**config.mk**
```make
export PLATFORM = sky130hd
export DESIGN_NAME = jtu_branch_unit
export DESIGN_NICKNAME = d
export VERILOG_FILES = /design/src/rtl/jtu_pkg.sv /design/src/rtl/jtu_cimm.sv /design/src/rtl/jtu_cond.sv /design/src/rtl/jtu_track.sv /design/src/rtl/jtu_branch_unit.sv
export SDC_FILE = /design/constraint.sdc
export NUM_CORES = 1
export LEC_CHECK = 0
export ABC_CLOCK_PERIOD_IN_PS = 2300
export BUFFER_PORTS_ARGS = -buffer_cell sky130_fd_sc_hd__buf_2
export CORE_ASPECT_RATIO = 1.4
export CORE_MARGIN = 2
export CORE_UTILIZATION = 50
export CTS_CLUSTER_DIAMETER = 100
export CTS_CLUSTER_SIZE = 25
export DETAILED_ROUTE_END_ITERATION = 6
export HOLD_SLACK_MARGIN = 0.15
export PLACE_DENSITY_LB_ADDON = 0.3
export SLEW_MARGIN = 30
export SYNTH_ARGS = -nofsm -noshare
export SYNTH_HDL_FRONTEND = slang
export SYNTH_SLANG_ARGS = --single-unit
```
**constraint.sdc**
```tcl
create_clock -name clk_i -period 2.3 [get_ports clk_i]
set_input_delay 0.575 -clock clk_i [delete_from_list [all_inputs] [get_ports clk_i]]
set_output_delay 0.575 -clock clk_i [all_outputs]
set_load 0.03 [all_outputs]
```
**src/rtl/jtu_pkg.sv**
```systemverilog
package jtu_pkg;
  localparam int XLEN  = 64;
  localparam int IMM_W = 32;
  localparam int POS_W = 6;
  typedef logic [XLEN-1:0] word_t;
endpackage

```
**src/rtl/jtu_cimm.sv**
```systemverilog
module jtu_cimm
  import jtu_pkg::*;
#(
  parameter int JUMP_BITS = 8
) (
  input  logic [IMM_W-1:0] imm_i,
  input  logic [POS_W-1:0] pos_i,
  output logic [POS_W-1:0] pos_o,
  output word_t            cimm_o
);
  localparam int MAX_POS = XLEN - JUMP_BITS;

  always_comb begin
    // keep the tested window inside the word
    pos_o  = (int'(pos_i) > MAX_POS) ? POS_W'(MAX_POS) : pos_i;
    cimm_o = {{(XLEN-IMM_W){imm_i[IMM_W-1]}}, imm_i};
    cimm_o[pos_o] = 1'b1;
    if (pos_o != '0) cimm_o[pos_o - POS_W'(1)] = 1'b0;
  end
endmodule

```
**src/rtl/jtu_cond.sv**
```systemverilog
module jtu_cond
  import jtu_pkg::*;
#(
  parameter int JUMP_BITS = 8
) (
  input  word_t            val_i,
  input  word_t            cimm_i,
  input  logic [POS_W-1:0] pos_i,
  output word_t            sum_o,
  output logic             taken_o
);
  word_t window;

  always_comb begin
    sum_o   = val_i + cimm_i;
    window  = sum_o >> pos_i;
    taken_o = ~|window[JUMP_BITS-1:0];
  end
endmodule

```
**src/rtl/jtu_track.sv**
```systemverilog
module jtu_track #(
  parameter int NUM_REGS = 8,
  parameter int IDX_W    = 8,
  localparam int REG_W   = $clog2(NUM_REGS)
) (
  input  logic             clk_i,
  input  logic             rst_ni,
  input  logic             clr_i,
  input  logic             wr_valid_i,
  input  logic [REG_W-1:0] wr_reg_i,
  input  logic [IDX_W-1:0] wr_idx_i,
  input  logic             br_valid_i,
  input  logic [IDX_W-1:0] br_idx_i,
  input  logic [REG_W-1:0] rd_reg_i,
  output logic [IDX_W-1:0] rd_target_o
);
  logic [NUM_REGS-1:0] seen;
  logic [IDX_W-1:0]    last_idx [NUM_REGS];

  for (genvar g = 0; g < NUM_REGS; g++) begin : g_ent
    logic             seen_q;
    logic [IDX_W-1:0] idx_q;

    // priority: branch > write notify > clear
    always_ff @(posedge clk_i or negedge rst_ni) begin
      if (!rst_ni) begin
        seen_q <= 1'b0;
        idx_q  <= '0;
      end else if (br_valid_i) begin
        seen_q <= 1'b1;
        idx_q  <= br_idx_i;
      end else if (wr_valid_i && wr_reg_i == REG_W'(g)) begin
        seen_q <= 1'b1;
        idx_q  <= wr_idx_i;
      end else if (clr_i) begin
        seen_q <= 1'b0;
      end
    end

    assign seen[g]     = seen_q;
    assign last_idx[g] = idx_q;
  end

  // clear is visible to a branch in the same cycle
  always_comb begin
    if (!clr_i && seen[rd_reg_i]) rd_target_o = last_idx[rd_reg_i] + IDX_W'(1);
    else                          rd_target_o = '0;
  end
endmodule

```
**src/rtl/jtu_branch_unit.sv**
```systemverilog
module jtu_branch_unit
  import jtu_pkg::*;
#(
  parameter int NUM_REGS  = 8,
  parameter int IDX_W     = 8,
  parameter int JUMP_BITS = 8,
  localparam int REG_W    = $clog2(NUM_REGS)
) (
  input  logic             clk_i,
  input  logic             rst_ni,
  input  logic             iter_start_i,
  input  logic             wr_valid_i,
  input  logic [REG_W-1:0] wr_reg_i,
  input  logic [IDX_W-1:0] wr_idx_i,
  input  logic             br_valid_i,
  input  logic [IDX_W-1:0] br_idx_i,
  input  logic [REG_W-1:0] br_reg_i,
  input  logic [63:0]      br_val_i,
  input  logic [31:0]      br_imm_i,
  input  logic [5:0]       br_pos_i,
  output logic             res_valid_o,
  output logic [63:0]      res_val_o,
  output logic             res_taken_o,
  output logic [IDX_W-1:0] res_target_o
);
  logic [POS_W-1:0] pos_eff;
  word_t            cimm, sum;
  logic             taken;
  logic [IDX_W-1:0] target;

  jtu_cimm #(.JUMP_BITS(JUMP_BITS)) u_cimm (
    .imm_i  (br_imm_i),
    .pos_i  (br_pos_i),
    .pos_o  (pos_eff),
    .cimm_o (cimm)
  );

  jtu_cond #(.JUMP_BITS(JUMP_BITS)) u_cond (
    .val_i   (br_val_i),
    .cimm_i  (cimm),
    .pos_i   (pos_eff),
    .sum_o   (sum),
    .taken_o (taken)
  );

  jtu_track #(.NUM_REGS(NUM_REGS), .IDX_W(IDX_W)) u_track (
    .clk_i       (clk_i),
    .rst_ni      (rst_ni),
    .clr_i       (iter_start_i),
    .wr_valid_i  (wr_valid_i),
    .wr_reg_i    (wr_reg_i),
    .wr_idx_i    (wr_idx_i),
    .br_valid_i  (br_valid_i),
    .br_idx_i    (br_idx_i),
    .rd_reg_i    (br_reg_i),
    .rd_target_o (target)
  );

  always_ff @(posedge clk_i or negedge rst_ni) begin
    if (!rst_ni) begin
      res_valid_o  <= 1'b0;
      res_val_o    <= '0;
      res_taken_o  <= 1'b0;
      res_target_o <= '0;
    end else begin
      res_valid_o <= br_valid_i;
      if (br_valid_i) begin
        res_val_o    <= sum;
        res_taken_o  <= taken;
        res_target_o <= target;
      end
    end
  end
endmodule

```
==> impl_metrics.tcl, run 1 <==
set metrics [dict create \
    synthDistinctLibCells 89 \
    cts_sinks 146 \
    antenna_cells 0 \
    synth_nets 1865 \
    firstDrtPassIters 6 \
    start_util 0.504 \
    peakVddDrop_mv 0.896 \
    ioPinCount 203 \
    period_needed_ns 5.28 \
    fin_nets 2581 \
    final_common_cell "buf_4" \
    cts_inserted_buffers 17 \
    coreArea_mm2 0.0275 \
    fin_ws_ns -2.98 \
    drv_cap 0 \
    worstHoldPathType "in -> reg" \
    syn_area_per_cell_um2 8.30 \
    synth_edf_count 0 \
    fin_crit_sh 2.30 \
    synthCells 1668 \
    via_count 17800 \
    power_density_mw_per_mm2 648 \
    clk_latency_ns 0.43 \
    synth-simple-area-share 0.162 \
    clk_pin_slew_ns 0.06 \
    reg2regPathDepth 7 \
    synth_top_family_by_area "compound AO/OA/AOI/OAI gates" \
    cp-end-kind "flop" \
    cp_max_fo 9 \
    synth_top_flop_cell "dfrtp_1" \
    report.final.hold_viol_count 0 \
    leakage_uw 0.0101 \
    dpl.hpwl_um 48300 \
    synthToLayoutAreaGrowth_pct 62.1 \
    drt_iter0_markers 2185 \
    antenna_found_initial 0 \
    yosys_register_bits 146 \
    layout-drive-gt1-share 0.540 \
    power_uw 14500 \
    yosys_warnings 0 \
    die_area_mm2 0.0291 \
    place_congestion 1.03 \
    die-width_um 145 \
    hold_ws_ns 0.426 \
    netlist_area_mm2 0.0139 \
    synthMuxAreaShare 0.162 \
    io_buffers 202 \
    violations "setup timing" \
    grt_pass1_vias 17600 \
    synth_fa_ha_area_frac 0.0620 \
    antenna_left 0 \
    die_y_um 201 \
    synthArstFlopShare 1.00 \
    start_kind "input pin" \
    drt_drc_violations_left 0 \
    required_ns 2.65 \
    cts_tree "built" \
    htree_levels 4 \
    hold_depth 1 \
    worst_pin_slew_ns 0.750 \
    grt_start_max_net_pins 65 \
    relSlewSlack 0.500 \
    grt_usage 0.447 \
    grt_pass1_wl_um 98300 \
    synth-seq-area-share 0.264 \
    rsz0062_at_grt "yes" \
    status "finished with violations" \
    gr-total-overflow 0 \
    slew_viol_final 0 \
    setup_violations 65 \
    routed_wl_um 68100 \
    final_cell_mix "buf_4 (539), buf_2 (197), a21oi_1 (167)" \
    utilization 0.817 \
    clock_skew_ns 0.00547 \
    synth_xor_area_frac 0.0392 \
    arrival_ns 5.63 \
    synth_compound_area_frac 0.263 \
    fmaxAchievable_mhz 189 \
    clockBufferDepth 2 \
    wl_per_cell_um 24.6 \
    routed_via_density 6.44 \
    ctsRootBufferMaster "clkbuf_16" \
    crit_type "in -> reg" \
    num_rows 72 \
]
cells by family after synthesis:
group	count (synthesis)
AOI/OAI and AO/OA	565
xor gates and xnor gates	62
adders and majority gates	68
buffers and inverters	166
DFF	146
muxes	183
and+or+nand+nor	478
metal layers:
| metal | part of all wire | global-route usage |
|---|---|---|
| met1 | 0.36 | 0.537 |
| met2 | 0.47 | 0.724 |
| met3 | 0.084 | 0.0782 |
| met4 | 0.087 | 0.298 |
| met5 | 0 | 0 |
final timing paths:
check | slack (ns) | startpoint | end
worst max register to register | 0.10 | u_track.g_ent[7].idx_q[0] | res_target_o[7]
min in group asynchronous | 0.69 | rst_ni | res_val_o[52]
worst min-delay path | 0.43 | br_valid_i | res_valid_o
worst min register to register | 0.51 | res_val_o[52] | res_val_o[52]
max in group asynchronous | 0.94 | rst_ni | res_val_o[30]
worst max-delay path | -2.98 | br_pos_i[0] | res_taken_o
final cells by class:
| type | instances | area, µm² |
|---|---|---|
| clock buffers | 23 | 508 |
| clock inverters | 8 | 98.8 |
| multi-input cells | 1356 | 11500 |
| repair buffers | 806 | 5970 |
| fillers | 1749 | 5030 |
| inverters | 57 | 219 |
| well taps | 370 | 463 |
| flip-flops and latches | 146 | 3650 |
critical path: stages:
cell       delay (ns)
buf_2            0.14
buf_4            0.18
nor3_1           0.19
buf_4            0.20
buf_4            0.12
nand2_1          0.07
o22a_1           0.25
o22ai_2          0.17
buf_12           0.16
a21oi_1          0.07
ha_1             0.34
a21oi_1          0.51
buf_4            0.22
o21ai_2          0.10
o21ai_4          0.21
buf_6            0.16
a21oi_4          0.07
nor3_4           0.25
mux2i_2          0.31
o22ai_2          0.12
or4b_1           0.49
o31a_1           0.27
o211ai_2         0.09
o2111ai_2        0.15
o31ai_2          0.22
sequential cells by signal, summed over array words and instances, names as in the netlist:
register and count:
u_track.g_ent.seen_q 8, res_val_o 64, res_taken_o 1, res_target_o 8, u_track.g_ent.idx_q 64, res_valid_o 1
through the flow:
| step | worst slack [ns] | area (µm²) | setup TNS, ns | cells |
|---|---|---|---|---|
| 2_1_floorplan | -3.38 | 14200 | -140.71 | 1668 |
| 3_3_place_gp | -3.69 | 19400 | -144.42 | 2676 |
| 3_5_place_dp | -3.71 | 19400 | -146.59 | 2676 |
| 4_1_cts | -2.74 | 21300 | -101.27 | 2741 |
| 5_1_grt | -3.13 | 22400 | -117.11 | 2766 |
| 6_report | -2.98 | 22400 | -108.14 | 2766 |
Yosys cell counts (all sizes together) (6+ instances only):
cell / number / area (µm²)
a2111oi: 9 / 91.3
a211o: 7 / 61.3
a211oi: 18 / 155
a21boi: 9 / 67.6
a21o: 26 / 195
a21oi: 236 / 1220
a31oi: 16 / 106
and2: 16 / 100
and3: 10 / 62.6
buf: 45 / 213
clkbuf: 64 / 240
dfrtp: 146 / 3650
ha: 67 / 838
inv: 57 / 214
mux2: 129 / 1450
mux2i: 34 / 340
mux4: 20 / 450
nand2: 148 / 556
nand2b: 14 / 87.6
nand3: 24 / 120
nand4: 38 / 238
nor2: 135 / 514
nor2b: 7 / 43.8
nor3: 48 / 250
nor4: 12 / 75.1
o2111ai: 13 / 114
o211a: 6 / 60.1
o211ai: 20 / 160
o21a: 8 / 62.6
o21ai: 96 / 503
o21bai: 13 / 101
o221ai: 7 / 61.3
o22ai: 22 / 138
o31ai: 7 / 57.6
or3: 7 / 43.8
xnor2: 41 / 359
xor2: 21 / 184
timing repair:
action | in CTS | in global routing
hold endpoints to repair | 14 | 0
setup endpoints to repair | 66 | 66
buffers inserted | 35 | 31
hold buffers | 1 | 0
pin swaps | 72 | 71
gates resized for setup | 201 | 183
report_power, final:
part | switching (µW) | internal [µW]
Clock | 1100 | 1760
Combinational | 4590 | 3680
Sequential | 337 | 3070
Total | 6020 | 8520
No activity file was read; power rests on OpenSTA's default activity.
==> inputs of run 2 (changes only) <==
--- a/config.mk
+++ b/config.mk
@@ -15,6 +15,7 @@
 export DETAILED_ROUTE_END_ITERATION = 6
 export HOLD_SLACK_MARGIN = 0.15
 export PLACE_DENSITY_LB_ADDON = 0.3
+export SKIP_CTS_REPAIR_TIMING = 1
 export SLEW_MARGIN = 30
 export SYNTH_ARGS = -nofsm -noshare
 export SYNTH_HDL_FRONTEND = slang
==> run 2 against run 1 <==
Against the previous run:
- the flow still finishes with violations (setup timing)
- sequential share of layout area fell by 0.21 points
- non-clock buffer count rose by 3
- clock skew down 0.00073 ns
- critical path type unchanged
- routed wire length shrank 0.32%
- maximum frequency down 3.1%
==> impl_metrics.tcl, run 2 (same netlist as run 1, synthesis figures left out) <==
set metrics [dict create \
    crit_type "in -> reg" \
    slew_viol_final 0 \
    reg2regPathDepth 7 \
    final_cell_mix "buf_4 (534), buf_2 (197), a21oi_1 (151)" \
    clk_latency_ns 0.44 \
    report.final.hold_viol_count 0 \
    routed_wl_um 67900 \
    required_ns 2.65 \
    drv_cap 0 \
    cts_tree "built" \
    antenna_left 0 \
    final_area_mm2 0.0227 \
    worstHoldPathType "in -> async" \
    antenna_found_initial 0 \
    dpl.hpwl_um 48300 \
    htree_levels 4 \
    drt_iter0_markers 1908 \
    cp_max_fo 8 \
    grt_usage 0.431 \
    synthToLayoutAreaGrowth_pct 64.2 \
    clock_skew_ns 0.00474 \
    start_kind "input pin" \
    routed_via_density 6.38 \
    power_uw 14600 \
    start_util 0.504 \
    io_buffers 202 \
    worst_pin_slew_ns 0.738 \
    fin_crit_sh 2.37 \
    rsz0062_at_grt "yes" \
    place_congestion 1.03 \
    gr-total-overflow 0 \
    die-width_um 145 \
    r2r_slack_ns 0.12 \
    drt_drc_violations_left 0 \
    fin_nets 2584 \
    place_area_mm2 0.0194 \
    regToRegEndpoint "res_target_o[7]" \
    grt_pass1_vias 17100 \
    cts_sinks 146 \
    grt_start_max_net_pins 65 \
    power_density_mw_per_mm2 643 \
    final_common_cell "buf_4" \
    cp-end-kind "flop" \
    top_regs "res_val_o: 64 flops, u_track.g_ent.idx_q: 64 flops" \
    fmaxAchievable_mhz 183 \
    arrival_ns 5.80 \
    ioPinCount 203 \
    cts_inserted_buffers 17 \
    ctsRootBufferMaster "clkbuf_16" \
    peakVddDrop_mv 0.895 \
    firstDrtPassIters 6 \
    crit_top_cell "buf_4" \
    layout-drive-gt1-share 0.555 \
    die_area_mm2 0.0291 \
    cp_slowest_stage_delay_ns 0.37 \
    n_fill_cell 1691 \
    wl_per_cell_um 24.5 \
    clockBufferDepth 2 \
    status "finished with violations" \
    grt_pass1_wl_um 95000 \
    num_rows 72 \
    relSlewSlack 0.508 \
    clk_pin_slew_ns 0.06 \
    violations "setup timing" \
    dpl.cell_count 2676 \
    via_count 17700 \
    fin_ws_ns -3.15 \
    setup_violations 65 \
    critical_path.slowest_cell "o211ai_1" \
    leakage_uw 0.0102 \
    period_needed_ns 5.45 \
    coreArea_mm2 0.0275 \
    antenna_cells 0 \
    final_cells 2769 \
    die_y_um 201 \
    rr_startpoint "u_track.g_ent[7].idx_q[0]" \
]
## run 2: cell count changes in the layout (fill, tap and decap cells not counted), moves of 6 or more
cell,before,now
a21oi_2,45,64
a21oi_1,167,151
buf_6,51,59
nor2_1,113,105
mux2_4,14,8
mux2_2,115,121
## run 2: where the power goes
| group | internal, µW | leakage [µW] | switching, µW |
|---|---|---|---|
| logic | 3730 | 0.00817 | 4620 |
| registers | 3070 | 0.00171 | 335 |
| clock network | 1760 | 0.000297 | 1120 |
## run 2: final cells by class
class | instances | area, µm² | area share
clock buffer | 23 | 508 | 0.0223
clock inverter | 8 | 98.8 | 0.00435
inverter | 57 | 219 | 0.00963
multi-input combinational | 1356 | 11800 | 0.518
sequential | 146 | 3650 | 0.161
tap | 370 | 463 | 0.0204
timing repair buffer | 809 | 6020 | 0.265
## run 2: worst max path at each step
stage	from	end	slack, ns	cells after the start
final	br_pos_i[3]	res_taken_o	-3.15	32
after global routing	br_pos_i[3]	res_taken_o	-3.24	32
after CTS	br_pos_i[3]	res_taken_o	-3.29	27
after detailed placement	br_pos_i[3]	res_taken_o	-3.71	27
after global placement	br_pos_i[3]	res_taken_o	-3.69	27
after floorplan	br_pos_i[5]	res_taken_o	-3.38	29
## run 2: per-layer routing
| metal | part of all wire | routed length (µm) | global-route usage | up-vias |
|---|---|---|---|---|
| met1 | 0.36 | 24400 | 0.524 | 8452 |
| met3 | 0.086 | 5860 | 0.0737 | 381 |
| met4 | 0.087 | 5880 | 0.262 | 2 |
| li1 | - | - | - | 7672 |
| met2 | 0.47 | 31800 | 0.707 | 1163 |
| met5 | 0.00034 | 23 | 0 | - |
## run 2: stage by stage
| stage | setup TNS [ns] | util | setup slack (ns) | hold slack, ns |
|---|---|---|---|---|
| after floorplan | -140.71 | - | -3.38 | 0.279 |
| after global placement | -144.42 | 0.707 | -3.69 | 0.472 |
| after detailed placement | -146.59 | 0.707 | -3.71 | 0.479 |
| after CTS | -117.16 | 0.729 | -3.29 | 0.147 |
| after global routing | -119.65 | 0.828 | -3.24 | 0.173 |
| final | -116.23 | 0.828 | -3.15 | 0.128 |
## run 2: critical path, delay by kind of cell
family | cells | cell delay (ns)
AO/OA/AOI/OAI | 11 | 2.20
AND/OR/NAND/NOR | 7 | 0.81
adder cells (fa/ha/maj) | 2 | 0.42
multiplexers | 2 | 0.45
buffers and inverters | 9 | 1.17
XOR/XNOR | 1 | 0.15
==> inputs of run 3 (changes only) <==
--- a/config.mk
+++ b/config.mk
@@ -5,7 +5,7 @@
 export SDC_FILE = /design/constraint.sdc
 export NUM_CORES = 1
 export LEC_CHECK = 0
-export ABC_CLOCK_PERIOD_IN_PS = 2300
+export ABC_CLOCK_PERIOD_IN_PS = 6700
 export BUFFER_PORTS_ARGS = -buffer_cell sky130_fd_sc_hd__buf_2
 export CORE_ASPECT_RATIO = 1.4
 export CORE_MARGIN = 2
@@ -15,6 +15,7 @@
 export DETAILED_ROUTE_END_ITERATION = 6
 export HOLD_SLACK_MARGIN = 0.15
 export PLACE_DENSITY_LB_ADDON = 0.3
+export REMOVE_ABC_BUFFERS = 1
 export SKIP_CTS_REPAIR_TIMING = 1
 export SLEW_MARGIN = 30
 export SYNTH_ARGS = -nofsm -noshare
==> constraint.sdc (replaced) <==
create_clock -name clk_i -period 6.7 [get_ports clk_i]
set_input_delay 1.675 -clock clk_i [delete_from_list [all_inputs] [get_ports clk_i]]
set_output_delay 1.675 -clock clk_i [all_outputs]
set_load 0.03 [all_outputs]
==> run 3 against run 2 <==
Against the previous run:
- sequential power is 66% lower
- via count is 7.2% lower
- register-to-register slack better by 4.5 ns
- global-route usage fell by 1.9 points
- the flow now finishes without violations
- sequential cell count stayed put
- design area down 15%
- clock skew grew 0.013 ns
- critical path depth is 6 lower
- power down 69%
- utilization is 12 points lower
- clock-buffer cell count fell by 6
==> impl_metrics.tcl, run 3 (same netlist as run 1, synthesis figures left out) <==
set metrics [dict create \
    cts_tree "built" \
    start_util 0.504 \
    pwr-share-seq 0.254 \
    rr_startpoint "u_track.g_ent[7].idx_q[3]" \
    period_needed_ns 6.63 \
    required_ns 7.05 \
    cp-end-kind "flop" \
    layout-drive-gt1-share 0.418 \
    setup_violations 0 \
    synthToLayoutAreaGrowth_pct 39.4 \
    die-width_um 145 \
    hold_depth 1 \
    status "finished, final reports clean" \
    top_regs "res_val_o: 64 flops, u_track.g_ent.idx_q: 64 flops" \
    dpl.cell_count 2568 \
    final_common_cell "buf_4" \
    cp_max_fo 7 \
    ctsRootBufferMaster "clkbuf_16" \
    final_cells 2611 \
    power.net_switching_uw 1930 \
    dpl.hpwl_um 46400 \
    worstHoldPathType "reg -> reg" \
    intPower_uw 2600 \
    coreArea_mm2 0.0275 \
    utilization 0.703 \
    routed_via_density 6.28 \
    gr-total-overflow 0 \
    fin_crit_sh 0.989 \
    swShare 0.426 \
    relSlewSlack 0.401 \
    p_clk_frac 0.219 \
    grt_pass1_vias 16400 \
    r2r_slack_ns 4.58 \
    grt_usage 0.412 \
    die_area_mm2 0.0291 \
    pwr-share-comb 0.528 \
    via_count 16400 \
    leakage_uw 0.00885 \
    die_y_um 201 \
    fmaxAchievable_mhz 151 \
    report.final.hold_viol_count 0 \
    worst_pin_slew_ns 0.895 \
    clk_pin_slew_ns 0.07 \
    slew_viol_final 0 \
    grt_start_max_net_pins 94 \
    drv_cap 0 \
    clockBufferDepth 2 \
    drt_drc_violations_left 0 \
    startpoint "br_pos_i[3]" \
    wl_per_cell_um 23.1 \
    peakVddDrop_mv 0.269 \
    cp-endpoint "res_taken_o" \
    fin_nets 2422 \
    num_rows 72 \
    firstDrtPassIters 7 \
    drt_iter0_markers 1529 \
    ioPinCount 203 \
    reg2regPathDepth 7 \
    clk_latency_ns 0.44 \
    clock_skew_ns 0.0180 \
    cts_inserted_buffers 17 \
    antenna_left 0 \
    start_kind "input pin" \
    io_buffers 202 \
    antenna_found_initial 2 \
    arrival_ns 6.97 \
    htree_levels 4 \
    final_cell_mix "buf_4 (439), a21oi_1 (208), buf_2 (200)" \
    routed_wl_um 60400 \
    fin_setup_tns_ns 0 \
    cts_sinks 146 \
    crit_type "in -> reg" \
    power_density_mw_per_mm2 235 \
    place_congestion 1.07 \
    regToRegEndpoint "res_target_o[7]" \
    grt_pass1_wl_um 90500 \
]
## run 3: cell count changes in the layout (fill, tap and decap cells not counted), sizes merged
| cell | change |
|---|---|
| buf | -163 |
| inv | +10 |
| clkbuf | -5 |
| diode | +3 |
| bufinv | -1 |
| clkinv | -1 |
| clkinvlp | -1 |
## run 3: per-stage QoR
stage | power, µW | hold slack, ns | setup slack, ns | cell area, µm²
final | 4530 | 0.506 | 0.0747 | 19300
after global routing | 4730 | 0.521 | -0.0657 | 19300
after CTS | 4420 | 0.508 | -0.253 | 18800
after detailed placement | 3410 | 0.465 | -0.613 | 18200
after global placement | 3370 | 0.454 | -0.529 | 18200
after floorplan | 2330 | 0.445 | -1.27 | 13400
## run 3: power by group through the flow
stage / Clock, µW / Sequential, µW / Combinational [µW]
global route: 1040 / 1170 / 2520
CTS: 999 / 1150 / 2270
detailed placement: 0 / 1160 / 2250
global placement: 0 / 1150 / 2220
floorplan: 0 / 1380 / 953
finish: 991 / 1150 / 2390
## run 3: worst max-delay path, cell delays in order
cell and delay (ns):
buf_2 0.12, nand3_4 0.13, and2_4 0.19, inv_1 0.12
ha_4 0.16, buf_4 0.13, nand2_1 0.07, or4_4 0.43
a21oi_2 0.24, buf_4 0.19, a21oi_1 0.08, ha_2 0.32
a21oi_2 0.28, buf_4 0.16, o21a_1 0.16, buf_4 0.12
o21a_2 0.20, a21oi_1 0.09, nor3_2 0.34, mux2i_1 0.35
o22ai_2 0.16, or4b_1 0.49, o31a_1 0.33, o211ai_2 0.07
o2111ai_1 0.17, o31ai_2 0.19
## run 3: how the worst min path moves through the flow
stage / to / slack (ns) / start
final: u_track.g_ent[2].idx_q[3] / 0.51 / u_track.g_ent[2].idx_q[3]
after detailed placement: u_track.g_ent[7].seen_q / 0.46 / u_track.g_ent[7].seen_q
after CTS: u_track.g_ent[4].idx_q[3] / 0.51 / u_track.g_ent[4].idx_q[3]
after floorplan: u_track.g_ent[7].seen_q / 0.44 / u_track.g_ent[7].seen_q
after global placement: u_track.g_ent[7].seen_q / 0.45 / u_track.g_ent[7].seen_q
after global routing: u_track.g_ent[0].idx_q[1] / 0.52 / u_track.g_ent[0].idx_q[1]
## run 3: per-layer routing
| metal | GRT usage | vias to the layer above | wire length (µm) |
|---|---|---|---|
| li1 | - | 7358 | - |
| met1 | 0.441 | 7709 | 20300 |
| met2 | 0.684 | 969 | 28900 |
| met3 | 0.0806 | 358 | 4780 |
| met4 | 0.354 | 0 | 6420 |
| met5 | 0 | - | 0 |
## run 3: cell type report
class,count,area [µm²]
clock buffer,17,425
timing repair buffer,647,4420
tap,370,463
inverter,57,214
antenna,3,7.51
fill,2239,8160
multi-input combinational,1356,9950
clock inverter,15,176
sequential,146,3650
